File: src/rtl/uop_lat_pkg.sv
package uop_lat_pkg;

    localparam int HOLD_W = 5;

    typedef enum logic [2:0] {
        UC_ALU    = 3'd0,
        UC_MRD    = 3'd1,
        UC_MWR    = 3'd2,
        UC_PUSH   = 3'd3,
        UC_MULDIV = 3'd4,
        UC_UFETCH = 3'd5,
        UC_RSV6   = 3'd6,
        UC_RSV7   = 3'd7
    } uop_cls_e;

    typedef enum logic [2:0] {
        BP_IDLE = 3'd0,
        BP_T0   = 3'd1,
        BP_T1   = 3'd2,
        BP_T2   = 3'd3,
        BP_T3   = 3'd4
    } bus_ph_e;

    typedef struct packed {
        logic [HOLD_W-1:0] hold;     // stall cycles after acceptance
        logic              bus_use;  // runs T0..T3 at the end of the hold
        logic              flush;    // discards prefetched work
    } uop_plan_t;

    // a class after which a push must wait for the bus
    function automatic logic leaves_bus_busy(uop_cls_e c);
        return (c == UC_PUSH) || (c == UC_MWR);
    endfunction

    // phase for a bus-using micro-op with 'rem' stall cycles left
    function automatic bus_ph_e phase_at(logic [HOLD_W-1:0] rem);
        if (rem >= HOLD_W'(1) && rem <= HOLD_W'(4))
            return bus_ph_e'(3'(5 - int'(rem)));
        return BP_IDLE;
    endfunction

endpackage

File: src/rtl/uop_plan_calc.sv
module uop_plan_calc
    import uop_lat_pkg::*;
#(
    parameter int LAT_MRD    = 6,
    parameter int LAT_PSLOW  = 5,
    parameter int LAT_MD8    = 8,
    parameter int LAT_MD16   = 16,
    parameter int LAT_UFETCH = 9
) (
    input  uop_cls_e  cls,
    input  logic      wide,
    input  logic      prev_busy,
    output uop_plan_t plan
);
    localparam logic [HOLD_W-1:0] H_MRD   = HOLD_W'(LAT_MRD - 1);
    localparam logic [HOLD_W-1:0] H_PSLOW = HOLD_W'(LAT_PSLOW - 1);
    localparam logic [HOLD_W-1:0] H_MD8   = HOLD_W'(LAT_MD8 - 1);
    localparam logic [HOLD_W-1:0] H_MD16  = HOLD_W'(LAT_MD16 - 1);
    localparam logic [HOLD_W-1:0] H_UF    = HOLD_W'(LAT_UFETCH - 1);

    always_comb begin
        plan = '0;
        unique case (cls)
            UC_MRD: begin
                plan.hold    = H_MRD;
                plan.bus_use = 1'b1;
            end
            UC_PUSH: begin
                if (prev_busy) begin
                    plan.hold    = H_PSLOW;
                    plan.bus_use = 1'b1;
                end
            end
            UC_MULDIV: plan.hold = wide ? H_MD16 : H_MD8;
            UC_UFETCH: begin
                plan.hold  = H_UF;
                plan.flush = 1'b1;
            end
            default: plan = '0;
        endcase
    end
endmodule

File: src/rtl/uop_history.sv
module uop_history
    import uop_lat_pkg::*;
(
    input  logic     clk,
    input  logic     rst,
    input  logic     accept,
    input  uop_cls_e cls,
    output logic     prev_busy
);
    uop_cls_e last_cls;

    always_ff @(posedge clk) begin
        if (rst)         last_cls <= UC_ALU;
        else if (accept) last_cls <= cls;
    end

    assign prev_busy = leaves_bus_busy(last_cls);

    // the record moves only on an accepted micro-op
    assert_hist_hold_R9: assert property (@(posedge clk) disable iff (rst)
        !accept |=> $stable(last_cls));
endmodule

File: src/rtl/uop_hold_ctr.sv
module uop_hold_ctr
    import uop_lat_pkg::*;
(
    input  logic              clk,
    input  logic              rst,
    input  logic              load,
    input  logic [HOLD_W-1:0] load_val,
    output logic              stall,
    output logic [HOLD_W-1:0] remain
);
    always_ff @(posedge clk) begin
        if (rst)                   remain <= '0;
        else if (load)             remain <= load_val;
        else if (remain != '0)     remain <= remain - 1'b1;
    end

    assign stall = (remain != '0);

    // a hold counts down one per cycle, offers cannot reload it
    assert_countdown_R10: assert property (@(posedge clk) disable iff (rst)
        (remain != '0) |=> (remain == $past(remain) - 1'b1));
endmodule

File: src/rtl/uop_bus_seq.sv
module uop_bus_seq
    import uop_lat_pkg::*;
(
    input  logic              clk,
    input  logic              rst,
    input  logic              load,
    input  logic              bus_use,
    input  logic [HOLD_W-1:0] remain,
    output bus_ph_e           phase
);
    logic bus_act;

    always_ff @(posedge clk) begin
        if (rst)       bus_act <= 1'b0;
        else if (load) bus_act <= bus_use;
    end

    assign phase = bus_act ? phase_at(remain) : BP_IDLE;

    assert_t0_to_t1_R8: assert property (@(posedge clk) disable iff (rst)
        (phase == BP_T0) |=> (phase == BP_T1));
    assert_t3_ends_R8: assert property (@(posedge clk) disable iff (rst)
        (phase == BP_T3) |=> (phase == BP_IDLE));
    assert_phase_in_hold_R8: assert property (@(posedge clk) disable iff (rst)
        (phase != BP_IDLE) |-> (remain != '0));
endmodule

File: src/rtl/uop_stall_ctrl.sv
module uop_stall_ctrl
    import uop_lat_pkg::*;
#(
    parameter int LAT_MRD    = 6,
    parameter int LAT_PSLOW  = 5,
    parameter int LAT_MD8    = 8,
    parameter int LAT_MD16   = 16,
    parameter int LAT_UFETCH = 9
) (
    input  logic       clk,
    input  logic       rst,
    input  logic       issue_valid,
    input  logic [2:0] issue_cls,
    input  logic       issue_wide,
    output logic       stall,
    output logic       flush,
    output logic [2:0] bus_phase
);
    uop_cls_e          cls;
    logic              accept;
    logic              prev_busy;
    uop_plan_t         plan;
    logic [HOLD_W-1:0] remain;
    bus_ph_e           phase;

    assign cls    = uop_cls_e'(issue_cls);
    assign accept = issue_valid && !stall;

    uop_history u_hist (
        .clk(clk), .rst(rst), .accept(accept), .cls(cls), .prev_busy(prev_busy)
    );

    uop_plan_calc #(
        .LAT_MRD(LAT_MRD), .LAT_PSLOW(LAT_PSLOW), .LAT_MD8(LAT_MD8),
        .LAT_MD16(LAT_MD16), .LAT_UFETCH(LAT_UFETCH)
    ) u_calc (
        .cls(cls), .wide(issue_wide), .prev_busy(prev_busy), .plan(plan)
    );

    uop_hold_ctr u_ctr (
        .clk(clk), .rst(rst), .load(accept), .load_val(plan.hold),
        .stall(stall), .remain(remain)
    );

    uop_bus_seq u_bus (
        .clk(clk), .rst(rst), .load(accept), .bus_use(plan.bus_use),
        .remain(remain), .phase(phase)
    );

    always_ff @(posedge clk) begin
        if (rst) flush <= 1'b0;
        else     flush <= accept && plan.flush;
    end

    assign bus_phase = phase;

    assert_alu_single_R2: assert property (@(posedge clk) disable iff (rst)
        (accept && cls == UC_ALU) |=> !stall);
    assert_read_holds_R3: assert property (@(posedge clk) disable iff (rst)
        (accept && cls == UC_MRD) |=> stall);
    assert_push_fast_R4: assert property (@(posedge clk) disable iff (rst)
        (accept && cls == UC_PUSH && !prev_busy) |=> !stall);
    assert_push_slow_R5: assert property (@(posedge clk) disable iff (rst)
        (accept && cls == UC_PUSH && prev_busy) |=> (stall && bus_phase == 3'd1));
    assert_muldiv_holds_R6: assert property (@(posedge clk) disable iff (rst)
        (accept && cls == UC_MULDIV) |=> stall);
    assert_flush_pulse_R7: assert property (@(posedge clk) disable iff (rst)
        flush |=> !flush);
    assert_flush_cause_R7: assert property (@(posedge clk) disable iff (rst)
        (accept && cls == UC_UFETCH) |=> (flush && stall));
endmodule

File: config.mk
export PLATFORM = sky130hd
export DESIGN_NAME = uop_stall_ctrl
export DESIGN_NICKNAME = d
export VERILOG_FILES = /design/src/rtl/uop_lat_pkg.sv /design/src/rtl/uop_plan_calc.sv /design/src/rtl/uop_history.sv /design/src/rtl/uop_hold_ctr.sv /design/src/rtl/uop_bus_seq.sv /design/src/rtl/uop_stall_ctrl.sv
export SDC_FILE = /design/constraint.sdc
export NUM_CORES = 1
export LEC_CHECK = 0
export BUFFER_PORTS_ARGS = -buffer_cell sky130_fd_sc_hd__buf_2
export CORE_MARGIN = 2
export CORE_UTILIZATION = 48
export DETAILED_ROUTE_END_ITERATION = 10
export GPL_TIMING_DRIVEN = 0
export PLACE_DENSITY = 0.8
export SKIP_CTS_REPAIR_TIMING = 1
export SYNTH_ARGS = -nofsm -noshare
export SYNTH_HDL_FRONTEND = slang
export SYNTH_HIERARCHICAL = 1
export SYNTH_SLANG_ARGS = --single-unit
File: constraint.sdc
create_clock -name clk -period 2.3 [get_ports clk]
set_clock_uncertainty 0.05 [all_clocks]
set_input_delay 0.115 -clock clk [delete_from_list [all_inputs] [get_ports clk]]
set_output_delay 0.115 -clock clk [all_outputs]
set_load 0.02 [all_outputs]
==> impl_results.md, run 1 <==
* Status: finished clean
* Hold Path Class: in -> reg
* CTS max path bufs at 2
* Final Setup Violations at 0
* CTS sink cnt at 9
* Reg-to-reg critical path endpoint: u_ctr/remain[1]
* Maximum VDD drop at 0.000496 V
* FF+latch count, synth at 9
* Antenna cells at 0
* Post-Route WL at ~1200 um
* Largest family of logic cells by synthesized area: simple AND/OR/NAND/NOR gates
* Finished Layout Cells at between 100 and 150
* Die ar. at approximately 1600 um2
* Synthesized Nets at slightly below 90
* Pwr dens at 1000 nW/um2
* Fillers at 130
* Mapped Cells at 78
* CTS buffer count at 3
* GR Overflow Total at 0
* Setup tns final at 0 ps
* Seq/Total Area, Yosys at 28.2%
* Per-cell routed wire length at roughly 11 um
* R2r startpoint: u_ctr/remain[0]
* IO Port Bufs at 11
* RSZ-0062 raised after global routing: false
* First drt pass iteration count at 4
* CP max FO at 10
* CTS root buf: clkbuf_4
* Die Y at 40.5 um
* GP Congestion at just under 0.7
* Max-Cap Viols at 0
* CTS tree: done
* Avg Inst Size Synth at approximately 8.2 um2
* Hpwl dp at 968 um
* Critical Path End: u_ctr/remain[1]
* Crit start category: flip-flop
* Crit end category: flip-flop
* Starting Density at about half
* Clk pin slew, worst setup/hold paths at 60 ps
* Crit Path Class: reg -> reg
* H-tree Lvls at 1
* Yosys warns at 6
* Compound-Gate Fraction of Synth Area at 13.7%
* Number of remaining DRC errors at 0
* Syn-to-layout area delta at 15.7%
* All-Layer GR Usage at around 17%
* Pin count of the biggest net entering global routing at 12
* Die W at 40.5 um
* Mapped Area at 638 um2
* Worst r2r path cells at 7
* Worst Hold Launch: rst
* Max frequency at 476 MHz
* Final Hold Vio Count at 0
* Most frequent cells in the layout: buf_2 (11), nor2_1 (11), inv_1 (10), dfxtp_1 (9), nand2_1 (6)
* Final Critical Period at 2100 ps
* First-pass GRT wire length at approximately 1900 um
* Critical Path AT at 2230 ps
* Mux cell area share after synthesis at 4.71%
* Drt first-iter violations at 9
* Layout cells sized above 1 at roughly a quarter
* Post-Synth XOR/XNOR Area at between 1 and 1.5%
* Clock Latency Late Sink at 250 ps
* Post-synthesis adder-cell area fraction at 7.84%
* Antenna-violating nets left at 0
* Via/cell ratio at 5.21
* DP Cell Count at 104
* Num ports at 12
* Fin nets at about 110
* Unique cell type count in the Yosys netlist at 32
* Worst setup path startpoint: u_ctr/remain[0]
* Simple-Gate Fraction of Synth Area at 36.5%
* Vias in the first global route at 501
* Via count at 563
* Leakage at 0.333 nW
* FF-to-FF setup slack at roughly 200 ps
* Row cnt at 13
* Max Slew Vio Count at 0
* Worst path required time at 2430 ps
* Fin crit share at 91.4%
* CORE AREA at 1270 um2
* Initial antenna violation count at 0
==> worst min-delay path by stage <==
stage	end	cells past startpoint
floorplan	u_ctr/remain[2]	1
global placement	u_hist/last_cls[1]	3
detailed placement	u_bus/bus_act	2
CTS	u_ctr/remain[2]	2
global route	u_hist/last_cls[2]	2
finish	u_ctr/remain[2]	2
==> cell families after synthesis <==
family          after synthesis
compound gates               12
xor+xnor                      1
fa+ha+maj                     4
buf+inv                      11
flops                         9
mux                           3
other cells                   1
simple gates                 37
==> cells in the mapped netlist <==
cell,number,area share (%)
a21boi_0,1,1.2
a21oi_1,2,1.6
a21oi_2,2,2.7
a311oi_1,1,1.4
and2b_2,1,1.4
and3_1,1,0.98
and4bb_2,1,2.0
buf_4,1,1.2
conb_1,1,0.59
dfxtp_1,9,28
ha_1,4,7.8
inv_1,10,5.9
mux2i_1,3,4.7
nand2_1,6,3.5
nand2b_1,5,4.9
nand2b_4,1,2.2
nand3_1,1,0.78
nand4_1,2,2.0
nor2_1,11,6.5
nor2b_1,2,2.0
nor3_1,1,0.78
nor3b_2,1,2.0
nor4b_4,1,3.7
o211ai_1,2,2.4
o21ai_0,1,0.78
o221ai_1,1,1.4
o22ai_1,1,0.98
o311ai_0,1,1.4
or3_1,1,0.98
or3b_4,1,1.8
or4_1,1,1.2
xnor2_1,1,1.4
==> flip-flops by register name, summed over array words and instances (netlist names) <==
register	cells
flush	1
u_bus/bus_act	1
u_ctr/remain	5
u_hist/last_cls	2
==> worst max-delay path: stages (launching register included) <==
cell      delay (ps)
dfxtp_1          440
inv_1             90
ha_1             250
nor4b_4          160
inv_1            110
and2b_2          300
or4_1            530
o211ai_1         100
==> metal layers <==
layer  up-vias  global-route usage (%)  part of all wire, %
met5         -                       0                    0
met4         0                    5.00                    0
met3         0                    1.67                  4.3
met2        14                    31.0                   48
met1       254                    21.1                   47
li1        295                       -                    -
==> per-stage QoR <==
step                utilization (%)  hold WS, ps  total power [mW]  instance area (um2)  setup WS, ps
floorplan                         -          134             0.532                  638           261
detailed placement             56.1          379             0.621                  712           210
CTS                            58.2          106             0.741                  738           196
finish                         58.2          111             0.738                  738           198
global placement               56.1          372             0.600                  712           270
global route                   58.2          126             0.802                  738          66.7
==> final cells by class <==
type	instances	area (um2)	area share (%)
tap	15	18.8	2.54
inverter	10	37.5	5.08
buffer	1	7.51	1.02
clock buffer	4	26.3	3.56
sequential	9	180	24.4
multi-input combinational	58	413	55.9
timing repair buffer	11	55.1	7.46
==> power breakdown <==
group	total, mW	switching (mW)	leakage, nW	internal, mW
Clock	0.118	0.0515	0.0150	0.0666
Combinational	0.374	0.201	0.244	0.173
Sequential	0.246	0.0518	0.0737	0.194
Total	0.738	0.304	0.333	0.434
No activity file was read; power rests on OpenSTA's default activity.
==> inputs of run 2 (changes only) <==
GPL_TIMING_DRIVEN = unset   (was 0)
PLACE_DENSITY = 0.71   (was 0.8)
==> impl_results.md, run 2 (synthesized netlist as in run 1, its figures left out) <==
* Status: finished clean
* WHS at 96.7 ps
* Largest register FFs at 5
* Fin nets at 104
* First drt pass iteration count at 4
* Crit start category: flip-flop
* Antenna-violating nets left at 0
* Die ar. at 1640 um2
* Hpwl dp at 963 um
* Pwr dens at 1000 nW/um2
* Antenna cells at 0
* Num ports at 12
* Crit Path Class: reg -> reg
* Clk pin slew, worst setup/hold paths at 60 ps
* Maximum VDD drop at 0.000643 V
* CP max stage delay at 530 ps
* CP delay by family, top: simple AND/OR/NAND/NOR gates
* Crit-path cells: inv_1 > ha_1 > nor4b_4 > inv_1 > and2b_2 > or4_1 > o211ai_1
* Largest reg by FF count: u_ctr/remain
* Setup tns final at 0 ps
* Final Hold Vio Count at 0
* Largest regs: u_ctr/remain (5), u_hist/last_cls (2)
* Initial antenna violation count at 0
* Worst path required time at 2430 ps
* Most frequent cells in the layout: buf_2 (11), nor2_1 (11), inv_1 (10), dfxtp_1 (9), nand2_1 (6)
* Drt first-iter violations at 12
* CP most frequent cell: inv_1
* FF-to-FF setup slack at 270 ps
* Vias in the first global route at 489
* First-pass GRT wire length at 1970 um
* Clock Latency Late Sink at 250 ps
* Max Slew Vio Count at 0
* Per-cell routed wire length at 11.2 um
* Fin crit share at 88.3%
* CP max FO at 10
* Max-Cap Viols at 0
* Post-Route WL at 1200 um
* Via count at 573
* RSZ-0062 raised after global routing: false
* Final Setup Violations at 0
* Die Y at 40.5 um
* Final Critical Period at 2030 ps
* Pin count of the biggest net entering global routing at 12
* CTS root buf: clkbuf_4
* Layout cells sized above 1 at 23.9%
* CORE AREA at roughly 1300 um2
* Row cnt at 13
* Critical Path AT at 2160 ps
* WP buf/inv at 2
* Finished Layout Cells at 107
* IO Port Bufs at 11
* GR Overflow Total at 0
* CTS sink cnt at 9
* Slowest cell on the critical path: or4_1
* CTS max path bufs at 2
* H-tree Lvls at 1
* DP Cell Count at ~100
* Finished Core Util at between 50% and 60%
* CTS buffer count at 3
* GP Congestion at a little under 0.8
* Leakage at 0.327 nW
* Crit end category: flip-flop
* Starting Density at 50.3%
* Max frequency at about 500 MHz
* CTS tree: done
* All-Layer GR Usage at 18.2%
* Number of remaining DRC errors at 0
* Die W at 40.5 um
* Hold Path Class: in -> reg
* Pwr Total at 0.733 mW
* Syn-to-layout area delta at 14.5%
* Via/cell ratio at 5.36
## run 2: changes by cell type in the layout (fill, tap and decap cells not counted)
cell / before / now
buf_4: 1 / 0
## run 2: worst paths after layout
check	endpoint	from	depth (start not counted)
worst max-delay path	u_ctr/remain[1]	u_ctr/remain[0]	7
worst min-delay path	u_ctr/remain[4]	rst	2
worst max register to register	u_ctr/remain[1]	u_ctr/remain[0]	7
worst min register to register	u_hist/last_cls[2]	u_hist/last_cls[2]	2
## run 2: worst reg2reg max path, cell delays in order (launching register included)
cell      delay, ps
dfxtp_1         410
inv_1            80
ha_1            240
nor4b_4         160
inv_1           100
and2b_2         290
or4_1           530
o211ai_1        100
## run 2: through the flow
step                instance area, um2  setup slack (ps)
detailed placement                 704               274
CTS                                731               261
global route                       731              90.4
global placement                   704               326
finish                             731               270
floorplan                          638               261
## run 2: area by class of cell
cell class | instances | area (um2)
Clock buffer | 4 | 26.3
Timing Repair Buffer | 11 | 55.1
Inverter | 10 | 37.5
Multi-Input combinational cell | 58 | 413
Tap cell | 15 | 18.8
Sequential cell | 9 | 180
Fill cell | 114 | 538
## run 2: where the power goes
part | internal (mW) | total, mW | switching, mW | leakage, nW
clock | 0.0668 | 0.121 | 0.0544 | 0.0150
sequential | 0.194 | 0.244 | 0.0507 | 0.0737
combinational | 0.172 | 0.367 | 0.195 | 0.239
## run 2: metal layers
layer,share of wire (%),up-vias,global-route usage (%)
met4,0.67,0,7.50
met3,5.0,2,3.33
met2,49,16,29.0
met5,0,-,0
li1,-,292,-
met1,45,263,23.9
==> inputs of run 3 (changes only) <==
GPL_ROUTABILITY_DRIVEN = 0   (was unset)
clock period = 2.2 ns   (was 2.3 ns; I/O delays follow)
==> impl_results.md, run 3 (synthesized netlist as in run 1, its figures left out) <==
* R2r startpoint: u_ctr/remain[0]
* Finished Core Util at 58.2%
* Num ports at 12
* Layout cells sized above 1 at 24.7%
* Crit end category: flip-flop
* Worst setup path startpoint: u_ctr/remain[0]
* Number of remaining DRC errors at 0
* Drt first-iter violations at 10
* Fin nets at approximately 110
* Pin count of the biggest net entering global routing at 12
* WHS Path Cells at 2
* Largest register FFs at 5
* Per-cell routed wire length at 11.2 um
* Die W at 40.5 um
* First-pass GRT wire length at 1970 um
* Pwr dens at about 1100 nW/um2
* Max-Cap Viols at 0
* IO Port Bufs at 11
* Hold Path Class: in -> reg
* Setup tns final at 0 ps
* FF-to-FF setup slack at 160 ps
* Met1 wire length at 569 um
* Final Hold Vio Count at 0
* Worst path required time at 2330 ps
* Met2 wire length at 582 um
* Slowest cell on the critical path: or4_1
* Post-Route WL at 1210 um
* Hpwl dp at 963 um
* CTS root buf: clkbuf_4
* Leakage at 0.332 nW
* All-Layer GR Usage at a little under a fifth
* Clock Latency Late Sink at 250 ps
* CP most frequent cell: inv_1
* CP max stage delay at 530 ps
* Final Critical Period at 2040 ps
* Antenna-violating nets left at 0
* Via/cell ratio at 5.32
* Max Slew Vio Count at 0
* Largest reg by FF count: u_ctr/remain
* Top layer in use: met4
* Crit Path Class: reg -> reg
* Most frequent cells in the layout: buf_2 (11), nor2_1 (11), inv_1 (10), dfxtp_1 (9), nand2_1 (6)
* Initial antenna violation count at 0
* Met3 Wirelength at 49 um
* CTS tree: done
* Clk pin slew, worst setup/hold paths at roughly 60 ps
* Die ar. at 1640 um2
* Worst r2r path cells at 7
* CP max FO at 10
* Worst hold endpoint: u_ctr/remain[4]
* WP buf/inv at 2
* Die Y at 40.5 um
* Crit start category: flip-flop
* Final Setup Violations at 0
* Reg-to-reg critical path endpoint: u_ctr/remain[1]
* RSZ-0062 raised after global routing: false
* GR Overflow Total at 0
* CTS sink cnt at 9
* Row cnt at 13
* Via count at about 580
* CTS max path bufs at 2
* CORE AREA at 1270 um2
* Critical Path AT at roughly 2200 ps
* Worst Hold Launch: rst
* Largest regs: u_ctr/remain (5), u_hist/last_cls (2)
* Syn-to-layout area delta at 15.7%
* CTS buffer count at 3
* Vias in the first global route at 489
* Starting Density at around half
* Antenna cells at 0
* Maximum VDD drop at 0.000671 V
* H-tree Lvls at 1
* First drt pass iteration count at 4
* CP delay by family, top: simple AND/OR/NAND/NOR gates
* Fin crit share at 92.9%
* Max frequency at 489 MHz
* Crit-path cells: inv_1 > ha_1 > nor4b_4 > inv_1 > and2b_2 > or4_1 > o211ai_1
* Status: finished clean
==> run 3: cell types whose count changed in the layout (fill, tap and decap cells not counted), sizes merged <==
cell,previous run,this run
buf,11,12
==> run 3: report_power, final <==
group / internal, mW / total [mW] / switching [mW] / leakage (nW)
registers: 0.203 / 0.257 / 0.0540 / 0.0737
clock network: 0.0698 / 0.125 / 0.0555 / 0.0150
logic: 0.195 / 0.403 / 0.208 / 0.244
total: 0.467 / 0.785 / 0.318 / 0.332
==> run 3: through the flow <==
stage	cell area [um2]	setup WS [ps]	hold WS, ps	cells	power (mW)
after CTS	731	161	84.3	107	0.770
after detailed placement	704	174	355	103	0.642
after floorplan	638	161	129	78	0.556
final	738	157	98.1	108	0.785
after global routing	738	19.0	110	108	0.855
after global placement	704	226	362	103	0.636
==> run 3: layer usage <==
layer  global-route usage [%]  up-vias
met5                        0        -
met4                     7.50        0
met3                     3.33        2
met2                     29.0       12
met1                     23.9      267
li1                         -      294
==> run 3: layout make-up <==
| class | count | area [um2] |
|---|---|---|
| fillers | 113 | 531 |
| multi-input cells | 58 | 413 |
| flip-flops and latches | 9 | 180 |
| repair buffers | 12 | 62.6 |
| inverters | 10 | 37.5 |
| clock buffers | 4 | 26.3 |
| well taps | 15 | 18.8 |
==> run 3: worst max-delay path by stage <==
stage                 endpoint  slack, ps  cells after the start
2_1_floorplan  u_ctr/remain[1]        160                      7
3_3_place_gp   u_ctr/remain[1]        230                      7
3_5_place_dp   u_ctr/remain[1]        170                      7
4_1_cts        u_ctr/remain[1]        160                      7
5_1_grt        u_ctr/remain[1]         20                      7
6_report       u_ctr/remain[1]        160                      7
